$ cat src/rtl/seg_stream_pkg.sv
// Shared types for the segment streaming controller.
// Assumes: mode code 3 is treated as infinite mode.
package seg_stream_pkg;
    typedef enum logic [1:0] {
        MODE_INF   = 2'd0,
        MODE_FIXED = 2'd1,
        MODE_VAR   = 2'd2,
        MODE_INF2  = 2'd3
    } seg_mode_e;

    typedef enum logic {
        ST_IDLE   = 1'b0,
        ST_ACTIVE = 1'b1
    } seg_state_e;
endpackage

$ cat src/rtl/seg_ctrl_fsm.sv
// Segment sequencer: decides per cycle whether the sample passes and whether
// it opens or closes a segment. Assumes len_i counts samples forwarded so far
// in the open segment and is zero between segments.
module seg_ctrl_fsm
    import seg_stream_pkg::*;
#(
    parameter int LEN_W = 64,
    parameter int CNT_W = 26
) (
    input  logic             clk,
    input  logic             rst_n,
    input  logic             in_valid,
    input  logic             trig,
    input  logic             stop,
    input  logic [1:0]       cfg_mode,
    input  logic [LEN_W-1:0] cfg_seg_len,
    input  logic             cfg_inf_len,
    input  logic [CNT_W-1:0] cfg_num_seg,
    input  logic             cfg_inf_num,
    input  logic [LEN_W-1:0] cfg_min_len,
    input  logic [LEN_W-1:0] len_i,
    input  logic [CNT_W-1:0] seg_count_i,
    output logic             fwd_o,
    output logic             first_o,
    output logic             last_o,
    output logic             miss_o
);
    seg_state_e state_q, state_d;
    logic       pend_q, pend_d;
    seg_mode_e  mode;
    logic       active, quota_ok, open_now, seg_on;
    logic       close_trig, end_req, len_hit;

    // Decode the mode and the open/close conditions for this cycle.
    always_comb begin
        mode       = seg_mode_e'(cfg_mode);
        active     = (state_q == ST_ACTIVE);
        quota_ok   = cfg_inf_num || (seg_count_i < cfg_num_seg);
        open_now   = !active && trig && !stop && quota_ok;
        seg_on     = active || open_now;
        close_trig = active && trig && (mode == MODE_VAR) && (len_i >= cfg_min_len);
        end_req    = pend_q || (active && stop) || close_trig;
        len_hit    = (mode == MODE_FIXED) && !cfg_inf_len &&
                     ((len_i + {{(LEN_W-1){1'b0}}, 1'b1}) >= cfg_seg_len);
        fwd_o      = seg_on && in_valid;
        first_o    = fwd_o && (len_i == '0);
        last_o     = fwd_o && (end_req || len_hit);
        miss_o     = active && trig && (mode == MODE_FIXED);
    end

    // Next state and pending-close flag.
    always_comb begin
        state_d = state_q;
        pend_d  = pend_q;
        if (last_o) begin
            state_d = ST_IDLE;
            pend_d  = 1'b0;
        end else begin
            if (open_now) state_d = ST_ACTIVE;
            if (seg_on && end_req) pend_d = 1'b1;
        end
    end

    // State registers.
    always_ff @(posedge clk) begin
        if (!rst_n) begin
            state_q <= ST_IDLE;
            pend_q  <= 1'b0;
        end else begin
            state_q <= state_d;
            pend_q  <= pend_d;
        end
    end

    // A pending close only exists inside an open segment.
    assert_pend_in_seg_R7: assert property (@(posedge clk) disable iff (!rst_n)
        pend_q |-> (state_q == ST_ACTIVE));
    // A sample closing a segment is always a forwarded one.
    assert_last_fwd_R3: assert property (@(posedge clk) disable iff (!rst_n)
        last_o |-> fwd_o);
endmodule

$ cat src/rtl/seg_len_track.sv
// Per-segment sample counter and end-of-segment length report.
// Assumes fwd_i/last_i come from the sequencer in the same cycle.
module seg_len_track #(
    parameter int LEN_W = 64
) (
    input  logic             clk,
    input  logic             rst_n,
    input  logic             fwd_i,
    input  logic             last_i,
    output logic [LEN_W-1:0] len_o,
    output logic [LEN_W-1:0] seg_len_o
);
    logic [LEN_W-1:0] len_q, rep_q;
    logic             done_q;

    // Count forwarded samples; latch the total at the closing sample.
    always_ff @(posedge clk) begin
        if (!rst_n) begin
            len_q  <= '0;
            rep_q  <= '0;
            done_q <= 1'b0;
        end else begin
            done_q <= last_i;
            if (last_i) begin
                len_q <= '0;
                rep_q <= len_q + {{(LEN_W-1){1'b0}}, 1'b1};
            end else if (fwd_i) begin
                len_q <= len_q + {{(LEN_W-1){1'b0}}, 1'b1};
            end
        end
    end

    assign len_o     = len_q;
    assign seg_len_o = rep_q;

    // A reported segment is never empty.
    assert_len_nonzero_R8: assert property (@(posedge clk) disable iff (!rst_n)
        done_q |-> (rep_q != '0));
endmodule

$ cat src/rtl/seg_count_track.sv
// Closed-segment counter and missed-trigger counter, both saturating.
module seg_count_track #(
    parameter int CNT_W  = 26,
    parameter int MISS_W = 16
) (
    input  logic              clk,
    input  logic              rst_n,
    input  logic              last_i,
    input  logic              miss_i,
    output logic [CNT_W-1:0]  seg_count_o,
    output logic [MISS_W-1:0] missed_o
);
    logic [CNT_W-1:0]  cnt_q;
    logic [MISS_W-1:0] miss_q;

    // Advance the counters on segment close and on a missed trigger.
    always_ff @(posedge clk) begin
        if (!rst_n) begin
            cnt_q  <= '0;
            miss_q <= '0;
        end else begin
            if (last_i && (cnt_q != '1)) cnt_q <= cnt_q + {{(CNT_W-1){1'b0}}, 1'b1};
            if (miss_i && (miss_q != '1)) miss_q <= miss_q + {{(MISS_W-1){1'b0}}, 1'b1};
        end
    end

    assign seg_count_o = cnt_q;
    assign missed_o    = miss_q;

    // The segment count moves only after a closing sample.
    assert_count_step_R8: assert property (@(posedge clk) disable iff (!rst_n)
        (cnt_q != $past(cnt_q)) |-> $past(last_i));
    // The missed count moves only after a missed trigger.
    assert_miss_step_R4: assert property (@(posedge clk) disable iff (!rst_n)
        (miss_q != $past(miss_q)) |-> $past(miss_i));
endmodule

$ cat src/rtl/seg_stream_ctrl.sv
// Top of the triggered segment streaming controller. Registers the gated
// sample stream with start/end markers one cycle after the input sample.
// Assumes configuration stays stable while a segment is open.
module seg_stream_ctrl #(
    parameter int DATA_W = 12,
    parameter int LEN_W  = 64,
    parameter int CNT_W  = 26,
    parameter int MISS_W = 16
) (
    input  logic              clk,
    input  logic              rst_n,
    input  logic              in_valid,
    input  logic [DATA_W-1:0] in_data,
    input  logic              trig,
    input  logic              stop,
    input  logic [1:0]        cfg_mode,
    input  logic [LEN_W-1:0]  cfg_seg_len,
    input  logic              cfg_inf_len,
    input  logic [CNT_W-1:0]  cfg_num_seg,
    input  logic              cfg_inf_num,
    input  logic [LEN_W-1:0]  cfg_min_len,
    output logic              out_valid,
    output logic [DATA_W-1:0] out_data,
    output logic              out_sos,
    output logic              out_eos,
    output logic [CNT_W-1:0]  seg_count,
    output logic [LEN_W-1:0]  seg_len,
    output logic [MISS_W-1:0] missed_count
);
    logic             fwd, first, last, miss;
    logic [LEN_W-1:0] len_cur;

    seg_ctrl_fsm #(.LEN_W(LEN_W), .CNT_W(CNT_W)) fsm_i (
        .clk(clk), .rst_n(rst_n), .in_valid(in_valid), .trig(trig), .stop(stop),
        .cfg_mode(cfg_mode), .cfg_seg_len(cfg_seg_len), .cfg_inf_len(cfg_inf_len),
        .cfg_num_seg(cfg_num_seg), .cfg_inf_num(cfg_inf_num), .cfg_min_len(cfg_min_len),
        .len_i(len_cur), .seg_count_i(seg_count),
        .fwd_o(fwd), .first_o(first), .last_o(last), .miss_o(miss)
    );

    seg_len_track #(.LEN_W(LEN_W)) len_i (
        .clk(clk), .rst_n(rst_n), .fwd_i(fwd), .last_i(last),
        .len_o(len_cur), .seg_len_o(seg_len)
    );

    seg_count_track #(.CNT_W(CNT_W), .MISS_W(MISS_W)) cnt_i (
        .clk(clk), .rst_n(rst_n), .last_i(last), .miss_i(miss),
        .seg_count_o(seg_count), .missed_o(missed_count)
    );

    // Output stage: one register on the gated sample and its markers.
    always_ff @(posedge clk) begin
        if (!rst_n) begin
            out_valid <= 1'b0;
            out_data  <= '0;
            out_sos   <= 1'b0;
            out_eos   <= 1'b0;
        end else begin
            out_valid <= fwd;
            out_sos   <= first;
            out_eos   <= last;
            if (fwd) out_data <= in_data;
        end
    end

    // Markers always ride on a forwarded sample.
    assert_sos_valid_R2: assert property (@(posedge clk) disable iff (!rst_n)
        out_sos |-> out_valid);
    assert_eos_valid_R3: assert property (@(posedge clk) disable iff (!rst_n)
        out_eos |-> out_valid);
    // The segment count advances together with the end marker.
    assert_eos_count_R8: assert property (@(posedge clk) disable iff (!rst_n)
        out_eos |-> (seg_count != $past(seg_count)));
endmodule

$ cat config.mk
export PLATFORM = sky130hd
export DESIGN_NAME = seg_stream_ctrl
export DESIGN_NICKNAME = d
export VERILOG_FILES = /design/src/rtl/seg_stream_pkg.sv /design/src/rtl/seg_ctrl_fsm.sv /design/src/rtl/seg_len_track.sv /design/src/rtl/seg_count_track.sv /design/src/rtl/seg_stream_ctrl.sv
export SDC_FILE = /design/constraint.sdc
export NUM_CORES = 1
export LEC_CHECK = 0
export ABC_AREA = 1
export ABC_CLOCK_PERIOD_IN_PS = 3600
export CAP_MARGIN = 20
export CORE_MARGIN = 8
export CORE_UTILIZATION = 47
export CTS_CLUSTER_DIAMETER = 60
export DETAILED_ROUTE_END_ITERATION = 10
export PLACE_DENSITY = 0.78
export SLEW_MARGIN = 25
export SYNTH_ARGS = -nofsm -noshare
export SYNTH_HDL_FRONTEND = slang
export SYNTH_SLANG_ARGS = --single-unit
$ cat constraint.sdc
create_clock -name clk -period 3.6 [get_ports clk]
set_input_delay 0.54 -clock clk [delete_from_list [all_inputs] [get_ports clk]]
set_output_delay 0.54 -clock clk [all_outputs]
set_load 0.05 [all_outputs]
==> metrics.cfg <==
[finish]
multi_input_area_um2 = 9570
nets = 2991
regArea_um2 = 3800
nFillCells = 2036
drive_above_1_share_pct = 25.0
fin_area_um2 = 21600
syn_to_final_growth_pct = 59.3

[sta]
tightestPinTransition_ns = 0.601
min_period_ns = 3.92
slew_headroom_pct = 59.8
fin_crit_sh_pct = 109
rsz0062_at_grt = yes
slew_violations = 0
setup_viol = 157
max_clock_freq_mhz = 255
hold_viol = 0
skew_ns = 0.0153
setup_ws_ns = -0.324

[synth]
synthAdderAreaFrac_pct = 14.5
synth_top_family_by_area = simple AND/OR/NAND/NOR gates
synth_top_flop_cell = dfxtp_1
synth_xor_xnor_area_share_pct = 4.44
synth_compound_area_share_pct = 7.94
yosys_warnings = 0
synth_edf_count = 0
async_flop_share_pct = 0
seq_area_frac_synth_pct = 27.6
yosysUniqueCellTypes = 51
synth_seq_cells = 187
syn_area_um2 = 13500
avgSynthCellArea_um2 = 6.55
yosys.area_share.simple_pct = 34.3
synthesis.nets = 2400
synth_mux_area_share_pct = 0
syn_inst = 2068

[global_routing]
antenna_found_initial = 3
grt_pass1_wl_um = 78200
grt-ovfl-total = 0
track_usage_pct = 28.3
grt_pass1_vias = 15600
grt_max_degree = 78

[placement]
dp_hpwl_um = 39000
dpl_cell_area_um2 = 18800
gp_congestion = 0.949
portBuffers = 295

[worst_hold_path]
min_path_type = reg -> reg

[clock_network]
clkLatencyLatePin_ns = 0.46
htree_levels = 4
cts_inserted_buffers = 17
clock-root-buffer = clkbuf_16
clkTransAtPathRegs_ns = 0.08
cts_sinks = 187
clk_path_buf_depth = 2
tritoncts = done

[setup_path]
r2r_slack_ns = -0.32
critPathKind = reg -> reg
crit_required_ns = 3.95
crit_start = len_i.len_o[7]$_SDFFE_PP0P_
crit_end = len_i.seg_len_o[31]$_SDFFE_PN0P_
endpoint_kind = flop
cp.arrival_ns = 4.28
r2r-start = len_i.len_o[7]$_SDFFE_PP0P_
start_kind = flop
r2r_end = len_i.seg_len_o[31]$_SDFFE_PN0P_
critPathMaxFanout = 8
r2r_cells = 26

[routing]
drc_errors = 0
routed_wl_um = 54800
topRoutingLayerUsed = met5
vias_per_cell = 5.33
wl_per_cell_um = 17.9
met3_wirelength_um = 4750
wl_met2_um = 26000
wl_met1_um = 21600
postRouteAntennaNets = 0
vias = 16300
drt_iter0_drc = 1356
dr.pass1.iters = 6

[run]
maxCapViolations = 0

[pwr]
irDropWorstVdd_uv = 239
leakagePower_nw = 10.7
p_per_area_nw_per_um2 = 225
power_w = 0.00486

[die]
start_util_pct = 47.4
pin_count = 296
die_w_um = 186
die-area_um2 = 34500
rows = 62
core_um2 = 28500
die_h_um = 186

[status]
status = finished, violations left
violations = setup timing

==> worst min-delay path by stage <==
| stage | start | end | slack [ns] | cells past startpoint |
|---|---|---|---|---|
| final | len_i.seg_len_o[45]$_SDFFE_PN0P_ | len_i.seg_len_o[45]$_SDFFE_PN0P_ | 0.45 | 2 |
| after global routing | len_i.seg_len_o[14]$_SDFFE_PN0P_ | len_i.seg_len_o[14]$_SDFFE_PN0P_ | 0.47 | 2 |
| after CTS | len_i.seg_len_o[17]$_SDFFE_PN0P_ | len_i.seg_len_o[17]$_SDFFE_PN0P_ | 0.45 | 2 |
| after detailed placement | len_i.seg_len_o[17]$_SDFFE_PN0P_ | len_i.seg_len_o[17]$_SDFFE_PN0P_ | 0.43 | 2 |
| after global placement | len_i.seg_len_o[36]$_SDFFE_PN0P_ | len_i.seg_len_o[36]$_SDFFE_PN0P_ | 0.43 | 2 |
| after floorplan | len_i.len_o[63]$_SDFFE_PP0P_ | len_i.len_o[63]$_SDFFE_PP0P_ | 0.48 | 2 |
==> sequential cells by signal (all words and copies together), names as in the netlist, 12 cells and up <==
| name | cells |
|---|---|
| out_data | 12 |
| len_i.seg_len_o | 64 |
| len_i.len_o | 64 |
| cnt_i.seg_count_o | 26 |
| cnt_i.missed_o | 16 |
==> synthesized netlist by cell type (2+ instances only) <==
library cell    n  area share [%]
a21o_1          3            0.17
a21oi_1       148             5.5
and3_1          3            0.14
buf_1           2           0.055
buf_2          28             1.0
buf_4           3            0.17
buf_6           9            0.75
clkbuf_1        8            0.22
dfxtp_1       187              28
ha_1          157              15
inv_1         315             8.7
inv_2           7            0.19
nand2_1       652              18
nand2_2        10            0.46
nand2_4         2            0.17
nand3_1        69             2.6
nand3_2         2            0.15
nand3b_1        2            0.11
nand4_1        50             2.3
nor2_1        201             5.6
nor2_2         10            0.46
nor2_4          2            0.17
nor2_8          2            0.30
nor3_1         31             1.1
nor3_2          3            0.22
nor3b_2         2            0.18
nor4_1         27             1.2
nor4_2          3            0.28
o21a_1          6            0.33
o21ai_0        38             1.4
o21bai_1        3            0.17
or2_1           2           0.092
xnor2_1         7            0.45
xnor2_2         2            0.24
xor2_1         56             3.6
==> timing repair <==
item	CTS	global route
gates resized for setup	90	293
endpoints found under the setup margin	157	157
gates cloned	2	15
setup buffers	18	24
hold buffers	0	0
pin swaps	17	69
==> cell type report <==
cell class	instances	share of cell area [%]
well taps	384	2.23
repair buffers	622	27.4
diodes	2	0.0232
inverters	323	5.71
multi-input cells	1508	44.4
clock inverters	14	0.684
flip-flops and latches	187	17.6
clock buffers	18	1.99
==> kinds of logic after synthesis <==
| family | after synthesis |
|---|---|
| adders and majority gates | 157 |
| DFF | 187 |
| buffers and inverters | 373 |
| and+or+nand+nor | 1080 |
| xor gates and xnor gates | 66 |
| AOI/OAI and AO/OA | 205 |
==> critical path, stage by stage (launching register included) <==
cell,delay (ns)
dfxtp_4,0.38
nand2_4,0.07
nor2_4,0.12
nand2_2,0.08
nor2_4,0.10
nand2_2,0.09
inv_2,0.08
buf_4,0.13
nand3_2,0.11
nor4_4,0.34
xnor2_1,0.16
inv_1,0.11
ha_4,0.28
nand2_2,0.05
nor2_2,0.12
nand4_1,0.26
nor3b_4,0.29
nand3_1,0.11
nand3_1,0.09
nand2_1,0.06
nand2_2,0.10
nand2_4,0.10
nand2_8,0.16
inv_16,0.09
clkbuf_16,0.20
nand2_1,0.07
nand2_1,0.04
==> cell usage in the layout (no fill, tap or decap), types with 21 or more instances in the layout <==
cell	synthesis	layout
a21oi_1	148	97
a21oi_2	1	51
buf_4	3	285
clkbuf_16	0	28
clkdlybuf4s50_1	0	295
dfxtp_1	187	157
dfxtp_2	0	21
ha_1	157	153
inv_1	315	310
nand2_1	652	560
nand2_2	10	63
nand2_4	2	40
nand3_1	69	48
nand4_1	50	50
nor2_1	201	172
nor2_2	10	22
nor3_1	31	27
nor4_1	27	21
o21ai_0	38	36
xor2_1	56	42
==> routing by layer <==
| metal | vias up | global-route usage (%) |
|---|---|---|
| li1 | 7730 | - |
| met1 | 7612 | 34.1 |
| met2 | 783 | 47.8 |
| met3 | 180 | 6.64 |
| met4 | 2 | 11.7 |
| met5 | - | 0 |
==> metrics by stage <==
step	setup WS (ns)	setup TNS [ns]	hold slack, ns	util (%)	std cells
3_5_place_dp	-0.472	-62.60	0.433	66.0	2967
5_1_grt	-0.484	-65.10	0.471	75.6	3058
3_3_place_gp	-0.425	-56.56	0.430	66.0	2967
6_report	-0.324	-39.40	0.453	75.6	3058
2_1_floorplan	0.208	0	0.482	-	2068
4_1_cts	-0.0744	-5.36	0.449	69.9	3019
==> where the power goes <==
group	switching, W	internal [W]	leakage (nW)
Clock	0.00101	0.000928	0.276
Combinational	0.000423	0.000407	8.86
Sequential	0.0000119	0.00208	1.53
No activity file was read; power rests on OpenSTA's default activity.
